**src/rtl/ptw_pkg.sv**
```systemverilog
package ptw_pkg;

  typedef enum logic [1:0] {
    ACC_LOAD     = 2'd0,
    ACC_STORE    = 2'd1,
    ACC_FETCH    = 2'd2,
    ACC_LOAD_ALT = 2'd3
  } acc_kind_e;

  typedef enum logic [1:0] {
    WS_IDLE,
    WS_ISSUE,
    WS_WAIT,
    WS_RESP
  } walk_state_e;

  // Entry flag positions (low bits of every table entry)
  localparam int PTE_V_BIT   = 0;
  localparam int PTE_R_BIT   = 1;
  localparam int PTE_W_BIT   = 2;
  localparam int PTE_X_BIT   = 3;
  localparam int PTE_SUP_BIT = 4;
  localparam int PTE_RSV_LO  = 5;

  typedef struct packed {
    logic sup;
    logic x;
    logic w;
    logic r;
  } pte_perm_t;

endpackage

```
**src/rtl/ptw_vpn_slicer.sv**
```systemverilog
module ptw_vpn_slicer #(
  parameter int VPN_W  = 20,
  parameter int LEVELS = 2,
  parameter int IDX_W  = 10,
  parameter int LVL_W  = 1
) (
  input  logic [VPN_W-1:0] vpn,
  input  logic [LVL_W-1:0] level,
  output logic [IDX_W-1:0] idx
);

  logic [IDX_W-1:0] fields [LEVELS];

  // Level 0 uses the most significant field of the page number
  for (genvar g = 0; g < LEVELS; g++) begin : g_field
    assign fields[g] = vpn[VPN_W-1-g*IDX_W -: IDX_W];
  end

  always_comb begin
    idx = '0;
    for (int i = 0; i < LEVELS; i++) begin
      if (level == LVL_W'(i)) idx = fields[i];
    end
  end

endmodule

```
**src/rtl/ptw_addr_gen.sv**
```systemverilog
module ptw_addr_gen #(
  parameter int PA_W        = 32,
  parameter int IDX_W       = 10,
  parameter int ENTRY_SHIFT = 2
) (
  input  logic [PA_W-1:0]  table_base,
  input  logic [IDX_W-1:0] idx,
  output logic [PA_W-1:0]  entry_addr
);

  logic [PA_W-1:0] byte_off;

  assign byte_off   = PA_W'(idx) << ENTRY_SHIFT;
  assign entry_addr = table_base + byte_off;

endmodule

```
**src/rtl/ptw_entry_decode.sv**
```systemverilog
module ptw_entry_decode
  import ptw_pkg::*;
#(
  parameter int PTE_W     = 32,
  parameter int PAGE_BITS = 12,
  parameter int PPN_W     = 20
) (
  input  logic [PTE_W-1:0] raw,
  output logic             present,
  output pte_perm_t        perm,
  output logic [PPN_W-1:0] ppn
);

  logic rsv_clean;

  assign rsv_clean = (raw[PAGE_BITS-1:PTE_RSV_LO] == '0);
  assign present   = raw[PTE_V_BIT] && rsv_clean;
  assign perm.r    = raw[PTE_R_BIT];
  assign perm.w    = raw[PTE_W_BIT];
  assign perm.x    = raw[PTE_X_BIT];
  assign perm.sup  = raw[PTE_SUP_BIT];
  assign ppn       = raw[PTE_W-1 -: PPN_W];

endmodule

```
**src/rtl/ptw_perm_check.sv**
```systemverilog
module ptw_perm_check
  import ptw_pkg::*;
(
  input  pte_perm_t perm,
  input  acc_kind_e kind,
  input  logic      user,
  output logic      deny
);

  logic granted;

  always_comb begin
    unique case (kind)
      ACC_STORE: granted = perm.w;
      ACC_FETCH: granted = perm.x;
      default:   granted = perm.r;
    endcase
    deny = !granted || (user && perm.sup);
  end

endmodule

```
**src/rtl/ptw_walker.sv**
```systemverilog
module ptw_walker
  import ptw_pkg::*;
#(
  parameter int VA_W      = 32,
  parameter int PA_W      = 32,
  parameter int PAGE_BITS = 12,
  parameter int LEVELS    = 2,
  parameter int PTE_W     = 32
) (
  input  logic            clk,
  input  logic            rst_n,
  input  logic [PA_W-1:0] root_base,
  input  logic            req_valid,
  output logic            req_ready,
  input  logic [VA_W-1:0] req_vaddr,
  input  logic [1:0]      req_kind,
  input  logic            req_user,
  output logic            mem_rd_valid,
  input  logic            mem_rd_ready,
  output logic [PA_W-1:0] mem_rd_addr,
  input  logic            mem_rsp_valid,
  output logic            mem_rsp_ready,
  input  logic [PTE_W-1:0] mem_rsp_data,
  output logic            rsp_valid,
  input  logic            rsp_ready,
  output logic [PA_W-1:0] rsp_paddr,
  output logic            rsp_page_fault,
  output logic            rsp_prot_fault
);

  localparam int VPN_W       = VA_W - PAGE_BITS;
  localparam int IDX_W       = VPN_W / LEVELS;
  localparam int PPN_W       = PA_W - PAGE_BITS;
  localparam int LVL_W       = (LEVELS > 1) ? $clog2(LEVELS) : 1;
  localparam int ENTRY_SHIFT = $clog2(PTE_W / 8);
  localparam logic [LVL_W-1:0] LAST_LVL = LVL_W'(LEVELS - 1);

  walk_state_e      state_q;
  logic [LVL_W-1:0] level_q;
  logic [PA_W-1:0]  base_q;
  logic [VA_W-1:0]  vaddr_q;
  acc_kind_e        kind_q;
  logic             user_q;
  logic [PA_W-1:0]  paddr_q;
  logic             pf_q;
  logic             prot_q;

  logic [IDX_W-1:0] cur_idx;
  logic             ent_present;
  pte_perm_t        ent_perm;
  logic [PPN_W-1:0] ent_ppn;
  logic             ent_deny;
  logic             rsp_take;

  ptw_vpn_slicer #(
    .VPN_W (VPN_W),
    .LEVELS(LEVELS),
    .IDX_W (IDX_W),
    .LVL_W (LVL_W)
  ) u_slicer (
    .vpn  (vaddr_q[VA_W-1:PAGE_BITS]),
    .level(level_q),
    .idx  (cur_idx)
  );

  ptw_addr_gen #(
    .PA_W       (PA_W),
    .IDX_W      (IDX_W),
    .ENTRY_SHIFT(ENTRY_SHIFT)
  ) u_addr (
    .table_base(base_q),
    .idx       (cur_idx),
    .entry_addr(mem_rd_addr)
  );

  ptw_entry_decode #(
    .PTE_W    (PTE_W),
    .PAGE_BITS(PAGE_BITS),
    .PPN_W    (PPN_W)
  ) u_decode (
    .raw    (mem_rsp_data),
    .present(ent_present),
    .perm   (ent_perm),
    .ppn    (ent_ppn)
  );

  ptw_perm_check u_perm (
    .perm(ent_perm),
    .kind(kind_q),
    .user(user_q),
    .deny(ent_deny)
  );

  assign rsp_take = mem_rsp_valid && (state_q == WS_WAIT);

  always_ff @(posedge clk) begin
    if (!rst_n) begin
      state_q <= WS_IDLE;
      level_q <= '0;
      base_q  <= '0;
      vaddr_q <= '0;
      kind_q  <= ACC_LOAD;
      user_q  <= 1'b0;
      paddr_q <= '0;
      pf_q    <= 1'b0;
      prot_q  <= 1'b0;
    end else begin
      unique case (state_q)
        WS_IDLE: begin
          if (req_valid) begin
            vaddr_q <= req_vaddr;
            kind_q  <= acc_kind_e'(req_kind);
            user_q  <= req_user;
            base_q  <= root_base;
            level_q <= '0;
            paddr_q <= '0;
            pf_q    <= 1'b0;
            prot_q  <= 1'b0;
            state_q <= WS_ISSUE;
          end
        end
        WS_ISSUE: begin
          if (mem_rd_ready) state_q <= WS_WAIT;
        end
        WS_WAIT: begin
          if (rsp_take) begin
            if (!ent_present) begin
              pf_q    <= 1'b1;
              state_q <= WS_RESP;
            end else if (level_q == LAST_LVL) begin
              if (ent_deny) prot_q  <= 1'b1;
              else          paddr_q <= {ent_ppn, vaddr_q[PAGE_BITS-1:0]};
              state_q <= WS_RESP;
            end else begin
              base_q  <= {ent_ppn, {PAGE_BITS{1'b0}}};
              level_q <= level_q + LVL_W'(1);
              state_q <= WS_ISSUE;
            end
          end
        end
        WS_RESP: begin
          if (rsp_ready) state_q <= WS_IDLE;
        end
        default: state_q <= WS_IDLE;
      endcase
    end
  end

  assign req_ready      = (state_q == WS_IDLE);
  assign mem_rd_valid   = (state_q == WS_ISSUE);
  assign mem_rsp_ready  = (state_q == WS_WAIT);
  assign rsp_valid      = (state_q == WS_RESP);
  assign rsp_paddr      = paddr_q;
  assign rsp_page_fault = pf_q;
  assign rsp_prot_fault = prot_q;

endmodule

```
**config.mk**
```make
export PLATFORM = sky130hd
export DESIGN_NAME = ptw_walker
export DESIGN_NICKNAME = d
export VERILOG_FILES = /design/src/rtl/ptw_pkg.sv /design/src/rtl/ptw_vpn_slicer.sv /design/src/rtl/ptw_addr_gen.sv /design/src/rtl/ptw_entry_decode.sv /design/src/rtl/ptw_perm_check.sv /design/src/rtl/ptw_walker.sv
export SDC_FILE = /design/constraint.sdc
export NUM_CORES = 1
export LEC_CHECK = 0
export BUFFER_PORTS_ARGS = -buffer_cell sky130_fd_sc_hd__buf_2
export CAP_MARGIN = 20
export CELL_PAD_IN_SITES_DETAIL_PLACEMENT = 2
export CELL_PAD_IN_SITES_GLOBAL_PLACEMENT = 2
export CORE_ASPECT_RATIO = 1.2
export CORE_MARGIN = 1
export CORE_UTILIZATION = 26
export CTS_BUF_LIST = sky130_fd_sc_hd__clkbuf_8
export DETAILED_ROUTE_END_ITERATION = 10
export HOLD_SLACK_MARGIN = 0.06
export PLACE_DENSITY_LB_ADDON = 0.1
export SLEW_MARGIN = 20
export SYNTH_ARGS = -nofsm -noshare
export SYNTH_HDL_FRONTEND = slang
export SYNTH_SLANG_ARGS = --single-unit
export TNS_END_PERCENT = 20
```
**constraint.sdc**
```tcl
create_clock -name clk -period 2.8 [get_ports clk]
set_clock_uncertainty 0.05 [all_clocks]
set_input_delay 0.28 -clock clk [delete_from_list [all_inputs] [get_ports clk]]
set_output_delay 0.28 -clock clk [all_outputs]
set_load 0.01 [all_outputs]
```
==> reports/results.tsv <==
metric	value	unit
die_w	131	um
powerDensity	487	mW/mm^2
seq_area_frac_synth	39.9	%
synth-seq-cells	104	
gp_congestion	0.849	
portBuffers	174	
worst-path-buf-inv	4	
synth_common_cells	nand2_1 (191), dfxtp_1 (104), nor2_1 (54)	
avgSynthCellArea	8.20	um^2
synth_edf_count	0	
clk_pin_slew_worst_paths	0.11	ns
crit_path_start_kind	flip-flop	
cp_top_family	compound AO/OA/AOI/OAI gates	
cts_num_sinks	104	
p_total	3480	uW
rsz0062_at_grt	yes	
max_freq	314	MHz
ys.flop_type	dfxtp_1	
violations	negative setup slack	
synthToLayoutAreaGrowth	37.1	%
syn_area	0.00522	mm^2
fill_cells	2308	
synth-xor-area-share	4.53	%
routed_wirelength	19400	um
vias_per_cell	4.82	
grt_pass1_wl	30400	um
tightest_slew	1.05	ns
synthDistinctLibCells	53	
grt_antenna_before_repair	1	
track_usage	18.9	%
status	complete, but fails checks	
detail-route-antenna-nets	0	
synthAdderAreaFrac	3.26	%
max_slew_margin	30.1	%
yosysMostFrequentCell	nand2_1	
worst_path_max_delay_cell	dfxtp_4	
async_flop_share	0	%
critPathArrivalTime	2.85	ns
nets	938	
core_area	0.0196	mm^2
drc	0	
synth_top_area_share	39.9	%
ios	175	
stdcell_count	1088	
hold_violations	0	
synth_top_family_by_area	simple AND/OR/NAND/NOR gates	
synth_area_leader_cell	dfxtp_1	
num_rows	56	
dr.pass1.iters	4	
synth_nets	754	
cts_tree	done	
end_kind	primary output	
layout-drive-gt1-share	39.0	%
cts_max_level	3	
fin_area	0.00715	mm^2
finalSetupTns	-5.98	ns
wl_per_cell	17.8	um
layout_setup_ws	-0.383	ns
syn_inst	636	
start_util	26.6	%
synth_compound_area_share	21.0	%
placed_area	0.00640	mm^2
path_max_fanout	6	
fp.dieH	157	um
peakVddDrop	0.000223	V
critical-path-max-stage-delay	0.39	ns
yosysWarningCount	0	
post-route-period-util	114	%
first_global_vias	5676	
post-dp-hpwl	14500	um
p_leak	0.00304	uW
cts_root_buf	clkbuf_8	
hold_path_class	input port to flip-flop	
cts_max_path_buffers	2	
dp_cells	1053	
setup_viol	24	
finalMaxSlewViolations	0	
period_minus_slack	3.18	ns
grt_max_degree	55	
dr_total_vias	5247	
crit_chain	buf_8 > mux2_4 > ha_4 > buf_6 > o21ai_2 > nor2_2 > o31a_1 > o21bai_4 > buf_12 > nor2_2 > xor2_1 > buf_2	
clkLatencyLatePin	0.39	ns
required	2.47	ns
numCtsBuffers	9	
yosys-top-cells-area	dfxtp_1 (40%), nand2_1 (14%), o22ai_2 (7.2%)	
drtIter0Drc	166	
muxShareOfSynthArea	2.52	%
dieArea	0.0206	mm^2
synth-simple-area-share	23.3	%
critPathKind	flip-flop to primary output	
cap_violations	0	
grt_overflow	0	
cpMostUsedCell	nor2_2	
## final cells by class
type	count	area (um^2)	area share, %
Multi-Input combinational cell	475	3200	44.7
Sequential cell	104	2090	29.2
Timing Repair Buffer	220	1280	18.0
Tap cell	261	327	4.57
Clock buffer	10	138	1.92
Clock inverter	6	75.1	1.05
Inverter	10	38.8	0.542
Antenna cell	2	5.00	0.0700
## repair_timing
action,4_1_cts,5_1_grt
resized for setup,57,20
setup endpoints to repair,25,27
setup buffers,8,2
hold buffers,9,1
endpoints found under the hold margin,9,1
pin swaps,20,18
## cell families after synthesis
family,after synthesis
and+or+nand+nor,288
AOI/OAI and AO/OA,135
DFF,104
buffers and inverters,57
xor gates and xnor gates,27
adders and majority gates,13
muxes,12
## worst paths after layout
path | slack, ns | from | depth (start not counted) | end
worst max-delay path | -0.38 | level_q | 12 | mem_rd_addr[22]
worst min-delay path | 0.08 | req_kind[0] | 3 | kind_q[0]
worst max register to register | 0.46 | kind_q[0] | 6 | rsp_paddr[21]
worst min register to register | 0.42 | vaddr_q[11] | 2 | vaddr_q[11]
## stage by stage
step	util, %	worst slack [ns]	hold slack [ns]
final	36.5	-0.383	0.0787
after global routing	36.4	-0.507	0.0604
after CTS	35.9	-0.439	0.0611
after detailed placement	32.6	-0.221	0.400
after global placement	32.6	-0.0880	0.395
after floorplan	-	0.0164	0.366
## power by group
part	internal [uW]	total [uW]	switching (uW)
clock network	451	1030	583
logic	345	778	433
registers	1570	1670	100
total	2360	3480	1120
## flip-flops by register name, summed over array words and instances (netlist names)
signal and flops:
state_q 2, rsp_page_fault 1, base_q 32, vaddr_q 32, user_q 1, kind_q 2
level_q 1, rsp_prot_fault 1, rsp_paddr 32
## cells in the final DEF, fill, tap and decap left out, types with 3 or more instances in the layout
cell | Yosys | final
nand2_1 | 191 | 191
buf_2 | 14 | 174
dfxtp_1 | 104 | 103
nor2_1 | 54 | 44
o22ai_2 | 30 | 30
buf_4 | 4 | 30
a21oi_1 | 31 | 26
a311oi_1 | 20 | 20
a21boi_0 | 15 | 15
xnor2_1 | 14 | 14
xor2_1 | 13 | 13
a22oi_1 | 12 | 12
ha_4 | 0 | 10
clkbuf_8 | 0 | 10
dlygate4sd3_1 | 0 | 10
nor2_2 | 1 | 9
mux2_4 | 0 | 8
inv_1 | 8 | 6
nand4_1 | 6 | 6
nand3_1 | 6 | 5
o21ai_2 | 0 | 5
a21o_1 | 4 | 4
a21oi_2 | 0 | 4
and3_1 | 4 | 4
inv_2 | 1 | 3
and4_1 | 3 | 3
nor3_2 | 1 | 3
and2_1 | 4 | 3
buf_6 | 5 | 3
## per-layer routing
metal | wire, um | vias to the layer above | GRT usage [%]
met3 | 852 | 17 | 4.64
met2 | 9930 | 102 | 34.5
met1 | 8300 | 2594 | 21.7
met4 | 292 | 0 | 5.76
li1 | - | 2534 | -
met5 | 0 | - | 0
## worst register-to-register path, cell delays in order, from the launching register on
cell,delay (ns)
dfxtp_1,0.37
inv_1,0.06
ha_1,0.31
a221o_1,0.41
or3_2,0.49
buf_4,0.31
o22ai_1,0.26
Note: power is estimated with default switching activity, not from simulation.
